[config.mk]
export PLATFORM = sky130hd
export DESIGN_NAME = pio_regwin
export DESIGN_NICKNAME = d
export VERILOG_FILES = /design/src/rtl/pio_pkg.sv /design/src/rtl/pio_gate.sv /design/src/rtl/pio_rdmux.sv /design/src/rtl/pio_wrdec.sv /design/src/rtl/pio_regwin.sv
export SDC_FILE = /design/constraint.sdc
export NUM_CORES = 1
export LEC_CHECK = 0
export CAP_MARGIN = 30
export CORE_MARGIN = 1.5
export CORE_UTILIZATION = 35
export CTS_CLUSTER_DIAMETER = 30
export DETAILED_ROUTE_END_ITERATION = 10
export PLACE_DENSITY = 0.94
export SLEW_MARGIN = 20
export SYNTH_ARGS = -nofsm -noshare
export SYNTH_HDL_FRONTEND = slang
export SYNTH_SLANG_ARGS = --single-unit
[constraint.sdc]
create_clock -name clk -period 3.1 [get_ports clk]
set_clock_uncertainty 0.05 [all_clocks]
set_input_delay 0.775 -clock clk [delete_from_list [all_inputs] [get_ports clk]]
set_output_delay 0.775 -clock clk [all_outputs]
set_load 0.03 [all_outputs]
[src/rtl/pio_pkg.sv]
package pio_pkg;

  typedef enum logic [1:0] {
    SZ_BYTE = 2'b00,
    SZ_HALF = 2'b01,
    SZ_WORD = 2'b10,
    SZ_WIDE = 2'b11
  } acc_size_e;

  localparam int IDX_W    = 4;
  localparam int NUM_REGS = 11;

  localparam logic [IDX_W-1:0] IX_LNK_CTL = 4'd0;
  localparam logic [IDX_W-1:0] IX_LNK_STS = 4'd1;
  localparam logic [IDX_W-1:0] IX_LNK_TX  = 4'd2;
  localparam logic [IDX_W-1:0] IX_LNK_RX  = 4'd3;
  localparam logic [IDX_W-1:0] IX_PAD_LO  = 4'd4;
  localparam logic [IDX_W-1:0] IX_PAD_HI  = 4'd5;
  localparam logic [IDX_W-1:0] IX_TMR_LO  = 4'd6;
  localparam logic [IDX_W-1:0] IX_TMR_HI  = 4'd7;
  localparam logic [IDX_W-1:0] IX_TMR_CTL = 4'd8;
  localparam logic [IDX_W-1:0] IX_WAIT    = 4'd9;
  localparam logic [IDX_W-1:0] IX_PAD_CTL = 4'd10;

  typedef struct packed {
    logic pad_ctl;
    logic tmr_ctl;
    logic tmr_hi;
    logic tmr_lo;
    logic lnk_sts;
    logic lnk_ctl;
  } wr_strb_t;

endpackage

[src/rtl/pio_gate.sv]
module pio_gate
  import pio_pkg::*;
#(
  parameter int OFF_W       = 8,
  parameter int STRIDE_LOG2 = 2
) (
  input  logic [1:0]       size,
  input  logic [OFF_W-1:0] off,
  output logic             permit,
  output logic             mapped,
  output logic [IDX_W-1:0] idx
);

  localparam int IDX_LSB = STRIDE_LOG2;
  localparam int IDX_MSB = IDX_LSB + IDX_W - 1;

  logic unused_hi;
  assign unused_hi = ^off[OFF_W-1:IDX_MSB+1];

  assign idx    = off[IDX_MSB:IDX_LSB];
  assign mapped = (idx < IDX_W'(NUM_REGS));

  always_comb begin
    unique case (acc_size_e'(size))
      SZ_BYTE: permit = (off[STRIDE_LOG2-1:0] == '0);
      SZ_HALF: permit = (off[STRIDE_LOG2-1:1] == '0);
      default: permit = 1'b1;
    endcase
  end

endmodule

[src/rtl/pio_rdmux.sv]
module pio_rdmux
  import pio_pkg::*;
#(
  parameter int DATA_W = 32,
  parameter int REG_W  = 8
) (
  input  logic [IDX_W-1:0]   idx,
  input  logic               permit,
  input  logic [REG_W-1:0]   lnk_ctl_in,
  input  logic [REG_W-1:0]   lnk_sts_in,
  input  logic [REG_W-1:0]   lnk_tx_q,
  input  logic [REG_W-1:0]   lnk_rx_in,
  input  logic [REG_W-1:0]   pad_lo_in,
  input  logic [REG_W-1:0]   pad_hi_in,
  input  logic [2*REG_W-1:0] tmr_count,
  input  logic [REG_W-1:0]   tmr_ctl_in,
  input  logic               wait_rom_q,
  input  logic               wait_exp_q,
  input  logic [REG_W-1:0]   pad_ctl_in,
  output logic [DATA_W-1:0]  rd_word
);

  localparam int PAD_W = DATA_W - REG_W;

  logic [REG_W-1:0] sel_byte;

  always_comb begin
    sel_byte = '0;
    unique case (idx)
      IX_LNK_CTL: sel_byte = lnk_ctl_in;
      IX_LNK_STS: sel_byte = lnk_sts_in;
      IX_LNK_TX:  sel_byte = lnk_tx_q;
      IX_LNK_RX:  sel_byte = lnk_rx_in;
      IX_PAD_LO:  sel_byte = pad_lo_in;
      IX_PAD_HI:  sel_byte = pad_hi_in;
      IX_TMR_LO:  sel_byte = tmr_count[REG_W-1:0];
      IX_TMR_HI:  sel_byte = tmr_count[2*REG_W-1:REG_W];
      IX_TMR_CTL: sel_byte = tmr_ctl_in;
      IX_WAIT:    sel_byte = {{(REG_W-2){1'b0}}, wait_exp_q, wait_rom_q};
      IX_PAD_CTL: sel_byte = pad_ctl_in;
      default:    sel_byte = '0;
    endcase
  end

  assign rd_word = permit ? {{PAD_W{1'b0}}, sel_byte} : '0;

endmodule

[src/rtl/pio_wrdec.sv]
module pio_wrdec
  import pio_pkg::*;
#(
  parameter int REG_W = 8
) (
  input  logic             clk,
  input  logic             rst_n,
  input  logic             wr_en,
  input  logic [IDX_W-1:0] idx,
  input  logic [REG_W-1:0] wbyte,
  output wr_strb_t         strb_q,
  output logic [REG_W-1:0] tx_q,
  output logic             wait_rom_q,
  output logic             wait_exp_q
);

  wr_strb_t         strb_d;
  logic [REG_W-1:0] tx_d;
  logic             wait_rom_d;
  logic             wait_exp_d;
  logic             tx_en;
  logic             wait_en;

  assign tx_en   = wr_en && (idx == IX_LNK_TX);
  assign wait_en = wr_en && (idx == IX_WAIT);

  always_comb begin
    strb_d         = '0;
    strb_d.lnk_ctl = wr_en && (idx == IX_LNK_CTL);
    strb_d.lnk_sts = wr_en && (idx == IX_LNK_STS);
    strb_d.tmr_lo  = wr_en && (idx == IX_TMR_LO);
    strb_d.tmr_hi  = wr_en && (idx == IX_TMR_HI);
    strb_d.tmr_ctl = wr_en && (idx == IX_TMR_CTL);
    strb_d.pad_ctl = wr_en && (idx == IX_PAD_CTL);
  end

  always_comb begin
    tx_d       = tx_en   ? wbyte    : tx_q;
    wait_rom_d = wait_en ? wbyte[0] : wait_rom_q;
    wait_exp_d = wait_en ? wbyte[1] : wait_exp_q;
  end

  always_ff @(posedge clk or negedge rst_n) begin
    if (!rst_n) begin
      strb_q     <= '0;
      tx_q       <= '0;
      wait_rom_q <= 1'b0;
      wait_exp_q <= 1'b0;
    end else begin
      strb_q     <= strb_d;
      tx_q       <= tx_d;
      wait_rom_q <= wait_rom_d;
      wait_exp_q <= wait_exp_d;
    end
  end

endmodule

[src/rtl/pio_regwin.sv]
module pio_regwin
  import pio_pkg::*;
#(
  parameter int OFF_W       = 8,
  parameter int DATA_W      = 32,
  parameter int REG_W       = 8,
  parameter int STRIDE_LOG2 = 2
) (
  input  logic                clk,
  input  logic                rst_n,
  input  logic                acc_valid,
  input  logic                acc_we,
  input  logic [1:0]          acc_size,
  input  logic [OFF_W-1:0]    acc_off,
  input  logic [DATA_W-1:0]   acc_wdata,
  input  logic [REG_W-1:0]    lnk_ctl_in,
  input  logic [REG_W-1:0]    lnk_sts_in,
  input  logic [REG_W-1:0]    lnk_rx_in,
  input  logic [REG_W-1:0]    pad_lo_in,
  input  logic [REG_W-1:0]    pad_hi_in,
  input  logic [2*REG_W-1:0]  tmr_count,
  input  logic [REG_W-1:0]    tmr_ctl_in,
  input  logic [REG_W-1:0]    pad_ctl_in,
  output logic                rd_valid,
  output logic [DATA_W-1:0]   rd_data,
  output logic                wr_lnk_ctl,
  output logic                wr_lnk_sts,
  output logic                wr_tmr_lo,
  output logic                wr_tmr_hi,
  output logic                wr_tmr_ctl,
  output logic                wr_pad_ctl,
  output logic [REG_W-1:0]    wr_byte,
  output logic [REG_W-1:0]    lnk_tx,
  output logic                wait_rom,
  output logic                wait_exp
);

  localparam int SYNC_DEPTH = 2;

  // reset: asynchronous assertion, synchronous release
  logic [SYNC_DEPTH-1:0] rst_pipe;
  logic                  rst_sync_n;

  always_ff @(posedge clk or negedge rst_n) begin
    if (!rst_n) rst_pipe <= '0;
    else        rst_pipe <= {rst_pipe[SYNC_DEPTH-2:0], 1'b1};
  end
  assign rst_sync_n = rst_pipe[SYNC_DEPTH-1];

  logic unused_wd;
  assign unused_wd = ^acc_wdata[DATA_W-1:REG_W];

  logic             permit;
  logic             mapped;
  logic [IDX_W-1:0] idx;

  pio_gate #(
    .OFF_W       (OFF_W),
    .STRIDE_LOG2 (STRIDE_LOG2)
  ) u_gate (
    .size   (acc_size),
    .off    (acc_off),
    .permit (permit),
    .mapped (mapped),
    .idx    (idx)
  );

  logic [REG_W-1:0] tx_q;
  logic             wait_rom_q;
  logic             wait_exp_q;
  wr_strb_t         strb_q;
  logic             wr_en;

  assign wr_en = acc_valid && acc_we && permit && mapped;

  pio_wrdec #(
    .REG_W (REG_W)
  ) u_wrdec (
    .clk        (clk),
    .rst_n      (rst_sync_n),
    .wr_en      (wr_en),
    .idx        (idx),
    .wbyte      (acc_wdata[REG_W-1:0]),
    .strb_q     (strb_q),
    .tx_q       (tx_q),
    .wait_rom_q (wait_rom_q),
    .wait_exp_q (wait_exp_q)
  );

  logic [DATA_W-1:0] rd_word;

  pio_rdmux #(
    .DATA_W (DATA_W),
    .REG_W  (REG_W)
  ) u_rdmux (
    .idx        (idx),
    .permit     (permit),
    .lnk_ctl_in (lnk_ctl_in),
    .lnk_sts_in (lnk_sts_in),
    .lnk_tx_q   (tx_q),
    .lnk_rx_in  (lnk_rx_in),
    .pad_lo_in  (pad_lo_in),
    .pad_hi_in  (pad_hi_in),
    .tmr_count  (tmr_count),
    .tmr_ctl_in (tmr_ctl_in),
    .wait_rom_q (wait_rom_q),
    .wait_exp_q (wait_exp_q),
    .pad_ctl_in (pad_ctl_in),
    .rd_word    (rd_word)
  );

  // response registers
  logic              rd_en;
  logic              rd_valid_d;
  logic              rd_valid_q;
  logic [DATA_W-1:0] rd_data_d;
  logic [DATA_W-1:0] rd_data_q;
  logic [REG_W-1:0]  wr_byte_d;
  logic [REG_W-1:0]  wr_byte_q;

  assign rd_en = acc_valid && !acc_we;

  always_comb begin
    rd_valid_d = rd_en;
    rd_data_d  = rd_en ? rd_word : rd_data_q;
    wr_byte_d  = wr_en ? acc_wdata[REG_W-1:0] : wr_byte_q;
  end

  always_ff @(posedge clk or negedge rst_sync_n) begin
    if (!rst_sync_n) begin
      rd_valid_q <= 1'b0;
      rd_data_q  <= '0;
      wr_byte_q  <= '0;
    end else begin
      rd_valid_q <= rd_valid_d;
      rd_data_q  <= rd_data_d;
      wr_byte_q  <= wr_byte_d;
    end
  end

  assign rd_valid   = rd_valid_q;
  assign rd_data    = rd_data_q;
  assign wr_byte    = wr_byte_q;
  assign wr_lnk_ctl = strb_q.lnk_ctl;
  assign wr_lnk_sts = strb_q.lnk_sts;
  assign wr_tmr_lo  = strb_q.tmr_lo;
  assign wr_tmr_hi  = strb_q.tmr_hi;
  assign wr_tmr_ctl = strb_q.tmr_ctl;
  assign wr_pad_ctl = strb_q.pad_ctl;
  assign lnk_tx     = tx_q;
  assign wait_rom   = wait_rom_q;
  assign wait_exp   = wait_exp_q;

endmodule

# Word level (Yosys, flattened, before mapping)
# Cells that the tools add are included.
[word_totals]
ramBits = 0
input_bits = 118
n_memories = 0
latch_bits = 0
regBits = 59
elab_cells = 45
rom_bits = 0
[op_classes]
n_lt_le_gt_ge = 1
reduce_logical = 16
addsub = 0
n_eq_ne = 11
bitwise_logic = 1
n_div = 0
n_shift = 0
multipliers = 0
mux = 3
[op_table]
columns = ["op", "n"]
rows = [
  ["$pmux 8 s11", 1],
  ["$eq 4x3->1 const B", 4],
  ["$eq 4x4->1 const B", 3],
  ["$logic_and 1x1->1", 12],
  ["$eq 4x2->1 const B", 2],
  ["$mux 8", 1],
  ["$eq 4x1->1 const B", 1],
  ["$logic_not 2->1", 2],
  ["$logic_not 4->1", 1],
  ["$lt 4x4->1 const B", 1],
  ["$eq 2x1->1 const B", 1],
  ["$pmux 1 s2", 1],
  ["$logic_not 1->1", 1],
  ["$not 1->1", 1],
]

# Logic depth before layout (Yosys ltp)
# Gate-level depths: netlist of the first run.
[depth]
word_depth = 5
depth_mapped = 7
depth_no_buf = 4

# Modules after synthesis
# Synthesis of the first run repeated with hierarchy kept, for this count alone.
[unflattened]
cells_unflattened = 303
area_unflattened_um2 = 3617.2
[by_module_without_submodules]
columns = ["mod", "n_inst", "seq_area_each_um2", "cells_each", "area_each_um2"]
rows = [
  ["pio_regwin", 1, 1076.0, 91, 1740.4],
  ["pio_rdmux", 1, 0.0, 163, 1192.4],
  ["pio_wrdec", 1, 400.4, 41, 629.4],
  ["pio_gate", 1, 0.0, 8, 55.1],
]

# Worst setup path before layout of the first run
# No wires, ideal clock.
[synth_timing]
path_type = "input -> register"
from = "input port acc_off[4]"
to = "register u_wrdec.tx_q[0]"
setup_time_ps = 125
slack_ps = 971
path_stages = 5
t_arrival_ps = 1954
t_required_ps = 2925
path_buffers = 2
path_cell_list = "buf_2 > or2_1 > buf_2 > nor4_4 > mux2_2"
[synth_between]
elab_chain_cells = 3
[synth_lines]
columns = ["element", "line_no", "source"]
rows = [
  ["start: declaration", "pio_regwin.sv:14", "input logic [OFF_W-1:0] acc_off,"],
  ["$lt 4x4->1", "pio_gate.sv:21", "assign mapped = (idx < IDX_W'(NUM_REGS));"],
  ["$logic_and 1x1->1", "pio_regwin.sv:74", "assign wr_en = acc_valid && acc_we && permit && mapped;"],
  ["$logic_and 1x1->1 (*)", "pio_wrdec.sv:24", "assign tx_en = wr_en && (idx == IX_LNK_TX);"],
  ["end signal: assignment", "pio_wrdec.sv:51", "tx_q <= tx_d;"],
  ["end: declaration", "pio_wrdec.sv:12", "output logic [REG_W-1:0] tx_q,"],
]
# Every way passes the cells marked *; elsewhere a longest branch is shown, timed or not.
# A chain may end at the register's enable or synchronous reset.

# Worst setup path in the final report of the first run
[layout_timing]
from = "input port acc_off[2]"
to = "register wr_byte_q[3] (netlist: wr_byte[3])"
[layout_between]
elab_chain_cells = 2
[layout_lines]
columns = ["element", "line_no", "source"]
rows = [
  ["$lt 4x4->1", "pio_gate.sv:21", ""],
  ["$logic_and 1x1->1", "pio_regwin.sv:74", ""],
  ["end signal: assignment", "pio_regwin.sv:137", "wr_byte_q <= wr_byte_d;"],
  ["end: declaration", "pio_regwin.sv:119", "logic [REG_W-1:0] wr_byte_q;"],
]
# No other way between the ends.

==> results of run 1 <==
[state kept, by name, indices dropped and copies added, names as in the netlist]
signal,flops
wr_byte,8
u_wrdec.wait_exp_q,1
rd_data,8
u_wrdec.wait_rom_q,1
rst_pipe,2
rd_valid,1
u_wrdec.tx_q,8
u_wrdec.strb_q,6
[final timing paths]
check,endpoint,slack [ns],depth (start not counted),from
min in group clk,rst_pipe[1],0.30,0,rst_pipe[0]
hold reg to reg,u_wrdec.tx_q[1],0.22,0,rst_pipe[1]
hold / removal,u_wrdec.tx_q[1],0.22,0,rst_pipe[1]
setup reg to reg,rd_data[2],1.66,4,u_wrdec.tx_q[2]
setup / recovery,wr_byte[3],0.54,6,acc_off[2]
max in group asynchronous,rd_data[3],2.09,1,rst_pipe[1]
[cell type report]
type,instances,area (µm²)
sequential,35,875.8
multi-input combinational,180,1329
timing repair buffer,138,1346
tap,80,100.1
inverter,7,26.28
fill,572,2938
clock inverter,1,7.507
clock buffer,7,96.34
[per-stage QoR]
stage	instances	area, µm²	hold slack (ns)	utilization	power [mW]
final	448	3781	0.2166	0.5628	1.538
after global routing	448	3781	0.2969	0.5628	1.608
after CTS	448	3781	0.2411	0.5628	1.552
after detailed placement	440	3677	0.2371	0.5473	1.181
after global placement	440	3677	0.2171	0.5473	1.166
after floorplan	262	2495	0.2812	-	0.9049
[report_power, final]
part	switching [mW]	internal, mW
Clock	0.163	0.202
Combinational	0.313	0.300
Sequential	0.0436	0.516
[routing by layer]
metal	GRT usage	share of wire
met1	0.2586	0.40
met2	0.3744	0.50
met3	0.05871	0.086
met4	0.04692	0.0094
met5	0	0
[synth_stat cells (2+ instances only)]
master     count
or2_2          3
nor2b_1        6
a22oi_1        3
a32oi_1        4
a22o_1         5
inv_1          7
mux2i_1       12
o21ai_0        6
o22ai_1        2
nand3b_1       4
nand2b_1       5
a2111oi_0      2
nand2_1       16
conb_1         2
o221ai_1       3
mux2_2        24
buf_2         12
nor2_1        10
o31ai_1        2
nor3b_1        2
a21oi_1        5
clkbuf_1       2
o211ai_1       3
buf_4         24
nor3_1         7
a221oi_1       2
mux4_2         2
dfrtp_1       35
o2bb2ai_1      3
a32o_1         2
[kinds of logic after synthesis]
family | Yosys count | share of synthesized area
flops | 35 | 0.3636
simple gates | 66 | 0.1636
buf+inv | 47 | 0.1205
mux | 38 | 0.1808
compound gates | 51 | 0.1683
other cells | 2 | 0.003118
==> metrics.md, run 1 <==
| Metric | Value |
|---|---|
| IO Pins | 175 |
| WP data required | 3.22 ns |
| VDD IR max | 0.3392 mV |
| Core Area | 6719 µm² |
| Fmax | 0.3913 GHz |
| Delay of the slowest cell on the worst path | 0.57 ns |
| GRT Total Usage | 0.2123 |
| Layout Nets | 485 |
| Setup WS pre-CTS | 0.2245 ns |
| GP Congestion | 0.9209 |
| Initial antenna violation count | 0 |
| Number of routed nets with antenna violations | 0 |
| Worst Setup Path Type | in2reg |
| DRC viols | 0 |
| Worst setup SP type | input pin |
| Root Buffer | clkbuf_8 |
| Slowest cell on the critical path | clkdlybuf4s50_1 |
| DR vias | 2321 |
| Crit path arrival time | 2.67 ns |
| H-tree depth | 2 |
| Top post-synthesis cells by area | dfrtp_1, mux2_2, buf_4, mux2i_1, buf_2 |
| Die area | 7388 µm² |
| Critical path cell sequence | clkdlybuf4s50_1 > buf_4 > nand2_1 > a21oi_1 > nor3_4 > mux2_2 |
| PortBufs | 124 |
| Synth area leader | dfrtp_1 |
| Critical Path End Type | flip-flop |
| Diodes inserted | 0 |
| Most frequent cells in the layout | clkdlybuf4s50_1, dfrtp_1, conb_1, mux2_2, nand2_1 |
| Setup slack after layout | 0.5444 ns |
| First-pass GRT wire length | 12170 µm |
| Worst-Margin Slew | 0.6445 ns |
| Avg Cell Area, Syn | 10.08 µm² |
| Post-synthesis sequential area ratio | 0.3636 |
| Post_cts resized | 0 |
| Mapped Cells | 239 |
| Max Cap Viol | 0 |
| Area share of the largest cell type after synthesis | 0.3636 |
| Pin count of the biggest net entering global routing | 21 |
| Fraction of layout cells with a size suffix above 1 | 0.1603 |
| Top_reg_cell synth | dfrtp_1 |
| Outcome | finished clean |
| Vias in the first global route | 2479 |
| Netlist cell types | 54 |
| Num rows | 30 |
| Most common cell after layout, fill and taps aside | clkdlybuf4s50_1 |
| DR iter-0 viols | 132 |
| WL/cell | 17.02 µm |
| Grt total ovfl | 0 |
| DP HPWL | 6245 µm |
| Power Density | 406.8 nW/µm² |
| CTS Buffer Depth | 2 |
| Layout Area Growth over Synthesis | 56.99% |
| CTS sink count | 35 |
| Post-synth ARST share | 1.000 |
| Initial Util | 0.3585 |
| Buf/Inv on CP | 2 |
| Worst Path Max Fanout | 8 |
| Drt total wl | 7623 µm |
| Final setup viols | 0 |
| Die width | 85.96 µm |
| Vias per inst | 5.181 |
| Tmin final | 2.556 ns |
| Post-CTS Setup Bufs | 0 |
| Final slew viol count | 0 |
| Top delay family on crit path | buffers and inverters |
| Class of the worst hold path | reg2async |
| Final hold vios | 0 |
| TritonCTS clock tree | yes |
| Synth Cell Area | 2409 µm² |
| Yosys synthesis warning count | 0 |
| Drt pass-1 iters | 4 |
| Yosys reg bits | 35 |
| Fin crit share | 0.8244 |
| RSZ-0062 raised after global routing | no |
| Die Y-Extent | 85.96 µm |
| EDFF count, synth | 0 |
| # hold bufs at CTS | 0 |
| Setup_tns | 0 ns |
| Reg clk slew, reported paths | 0.07 ns |
| Clock latency on the worst-skew pair | 0.28 ns |
| Pleak | 1.574 nW |
| Num CTS Buffers | 5 |
| Slew margin rel. | 0.5704 |
No activity file was read; power rests on OpenSTA's default activity.
==> run 2, diff against run 1 <==
CORE_UTILIZATION = 32   (was 35)
PLACE_DENSITY = 0.91   (was 0.94)
clock period = 2.11 ns   (was 3.1 ns; I/O delays follow)
==> metrics.md, run 2 (synthesized netlist as in run 1, its figures left out) <==
| Metric | Value |
|---|---|
| DP Area | 3999 µm² (was 3677 µm²) |
| First-pass GRT wire length | 13120 µm (was 12170 µm) |
| Worst Path Max Fanout | 20 (was 8) |
| Outcome | finished clean (unchanged) |
| DR WL met3 | 598 µm (was 657 µm) |
| Post-Route M1 WL | 3396 µm (was 3078 µm) |
| Buf/Inv on CP | 3 (was 2) |
| H-tree depth | 2 (unchanged) |
| Most frequent cells in the layout | clkdlybuf4s50_1, buf_4, dfrtp_1, conb_1, mux2_2 (was clkdlybuf4s50_1, dfrtp_1, conb_1, mux2_2, nand2_1) |
| GP Congestion | 0.8468 (was 0.9209) |
| Worst setup path startpoint | acc_off[5] (was acc_off[2]) |
| Layout Area Growth over Synthesis | 72.10% (was 56.99%) |
| Initial antenna violation count | 0 (unchanged) |
| Slowest cell on the critical path | clkdlybuf4s50_1 (unchanged) |
| Slew margin rel. | 0.5652 (was 0.5704) |
| Tmin final | 2.057 ns |
| Critical path cell sequence | clkdlybuf4s50_1 > buf_12 > or2_1 > nor4_4 > buf_4 > mux2_2 (was clkdlybuf4s50_1 > buf_4 > nand2_1 > a21oi_1 > nor3_4 > mux2_2) |
| RSZ-0062 raised after global routing | no (unchanged) |
| Delay of the slowest cell on the worst path | 0.45 ns (was 0.57 ns) |
| Max Cap Viol | 0 (unchanged) |
| Critical Path End Type | flip-flop (unchanged) |
| Power Total | 2.330 mW (was 1.538 mW) |
| Drt pass-1 iters | 4 (unchanged) |
| Root Buffer | clkbuf_8 (unchanged) |
| Vias in the first global route | 2698 (was 2479) |
| Critical R2R Launch | u_wrdec.tx_q[2] (unchanged) |
| CTS Buffer Depth | 2 (unchanged) |
| Most common cell after layout, fill and taps aside | clkdlybuf4s50_1 (unchanged) |
| Pleak | 1.776 nW (was 1.574 nW) |
| Core Area | 7253 µm² (was 6719 µm²) |
| Power Density | 562.0 nW/µm² (was 406.8 nW/µm²) |
| Layout Cells excl Fill | 502 (was 448) |
| Worst setup SP type | input pin (unchanged) |
| Vias per inst | 4.952 (was 5.181) |
| WP data required | 2.23 ns (was 3.22 ns) |
| Die width | 89.76 µm (was 85.96 µm) |
| Drt total wl | 8242 µm (was 7623 µm) |
| Clock latency on the worst-skew pair | 0.28 ns (about the same) |
| # hold bufs at CTS | 0 (unchanged) |
| WL/cell | 16.42 µm (was 17.02 µm) |
| Dpl cells | 492 (was 440) |
| VDD IR max | 0.4371 mV (was 0.3392 mV) |
| DRC viols | 0 (unchanged) |
| Fin crit share | 0.9751 |
| Hold_ws | 0.2207 ns (was 0.2166 ns) |
| DR WL met2 | 4071 µm (was 3814 µm) |
| Top delay family on crit path | buffers and inverters (unchanged) |
| Num CTS Buffers | 5 (unchanged) |
| Class of the worst hold path | reg2async (unchanged) |
| Final slew viol count | 0 (unchanged) |
| Worst-Margin Slew | 0.6522 ns (was 0.6445 ns) |
| Fin area | 4145 µm² (was 3781 µm²) |
| Die area | 8056 µm² (was 7388 µm²) |
| Pin count of the biggest net entering global routing | 21 (unchanged) |
| Layout Nets | 520 (was 485) |
| Number of routed nets with antenna violations | 0 (unchanged) |
| Fraction of layout cells with a size suffix above 1 | 0.2432 (was 0.1603) |
| Num rows | 31 (was 30) |
| Highest metal used | met4 (unchanged) |
| Final setup viols | 0 (unchanged) |
| FF/Latch Area | 875.8 µm² (unchanged) |
| Final hold vios | 0 (unchanged) |
| Fmax | 0.4860 GHz |
| TritonCTS clock tree | yes (unchanged) |
| Worst Setup Path Type | in2reg (unchanged) |
| DR vias | 2486 (was 2321) |
| Crit path arrival time | 2.18 ns (was 2.67 ns) |
| Grt total ovfl | 0 (unchanged) |
| CTS sink count | 35 (unchanged) |
| PortBufs | 124 (unchanged) |
| Fill count | 634 (was 572) |
| Multi-input logic area | 1346 µm² (was 1329 µm²) |
| GRT Total Usage | 0.2034 (was 0.2123) |
| Reg clk slew, reported paths | 0.07 ns (about the same) |
| IO Pins | 175 (unchanged) |
| Diodes inserted | 0 (unchanged) |
| Setup_tns | 0 ns (unchanged) |
| DR iter-0 viols | 144 (was 132) |
| Die Y-Extent | 89.76 µm (was 85.96 µm) |
| DP HPWL | 6737 µm (was 6245 µm) |
| Initial Util | 0.3321 (was 0.3585) |
run 2: repair_timing:
action                     in CTS  in global routing
pin swaps                       1                  0
buffers inserted                2                  0
setup endpoints to repair       8                 19
gates resized for setup         1                  7
run 2: path summary, 6_finish.rpt:
path	endpoint	slack (ns)	cells past startpoint
setup / recovery	u_wrdec.tx_q[4]	0.05	6
hold / removal	u_wrdec.tx_q[1]	0.22	0
setup reg to reg	rd_data[2]	0.66	4
hold reg to reg	u_wrdec.tx_q[1]	0.22	0
max in group asynchronous	rd_data[5]	1.25	1
min in group clk	rst_pipe[1]	0.30	0
run 2: metrics by stage:
stage,setup WS [ns],utilization
global placement,-0.3000,0.5513
finish,0.05253,0.5715
global route,0.003576,0.5715
CTS,0.01983,0.5682
detailed placement,-0.3619,0.5513
floorplan,0.2287,-
run 2: worst register-to-register path: stages, from the launching register on:
cell	delay, ns
dfrtp_1	0.40
mux2i_1	0.22
o22ai_1	0.13
a222oi_1	0.40
o211ai_1	0.13
run 2: area by class of cell:
cell class / count / area share
well taps: 99 / 0.02988
flip-flops and latches: 35 / 0.2113
clock buffers: 7 / 0.02324
multi-input cells: 180 / 0.3248
inverters: 7 / 0.006339
clock inverters: 1 / 0.001811
repair buffers: 173 / 0.4027
run 2: routing by layer:
metal	track usage	vias up
li1	-	1157
met3	0.06261	16
met4	0.06481	0
met2	0.3601	119
met5	0	-
met1	0.2334	1194
run 2: power breakdown:
part | internal (mW) | switching (mW) | total (mW)
combinational | 0.493 | 0.474 | 0.967
sequential | 0.758 | 0.0613 | 0.820
clock | 0.297 | 0.246 | 0.543
total | 1.55 | 0.782 | 2.33
==> run 3, diff against run 2 <==
CTS_CLUSTER_DIAMETER = 80   (was 30)
==> results of run 3 <==
No change in the layout: final DEF, timing and power equal those of run 2.
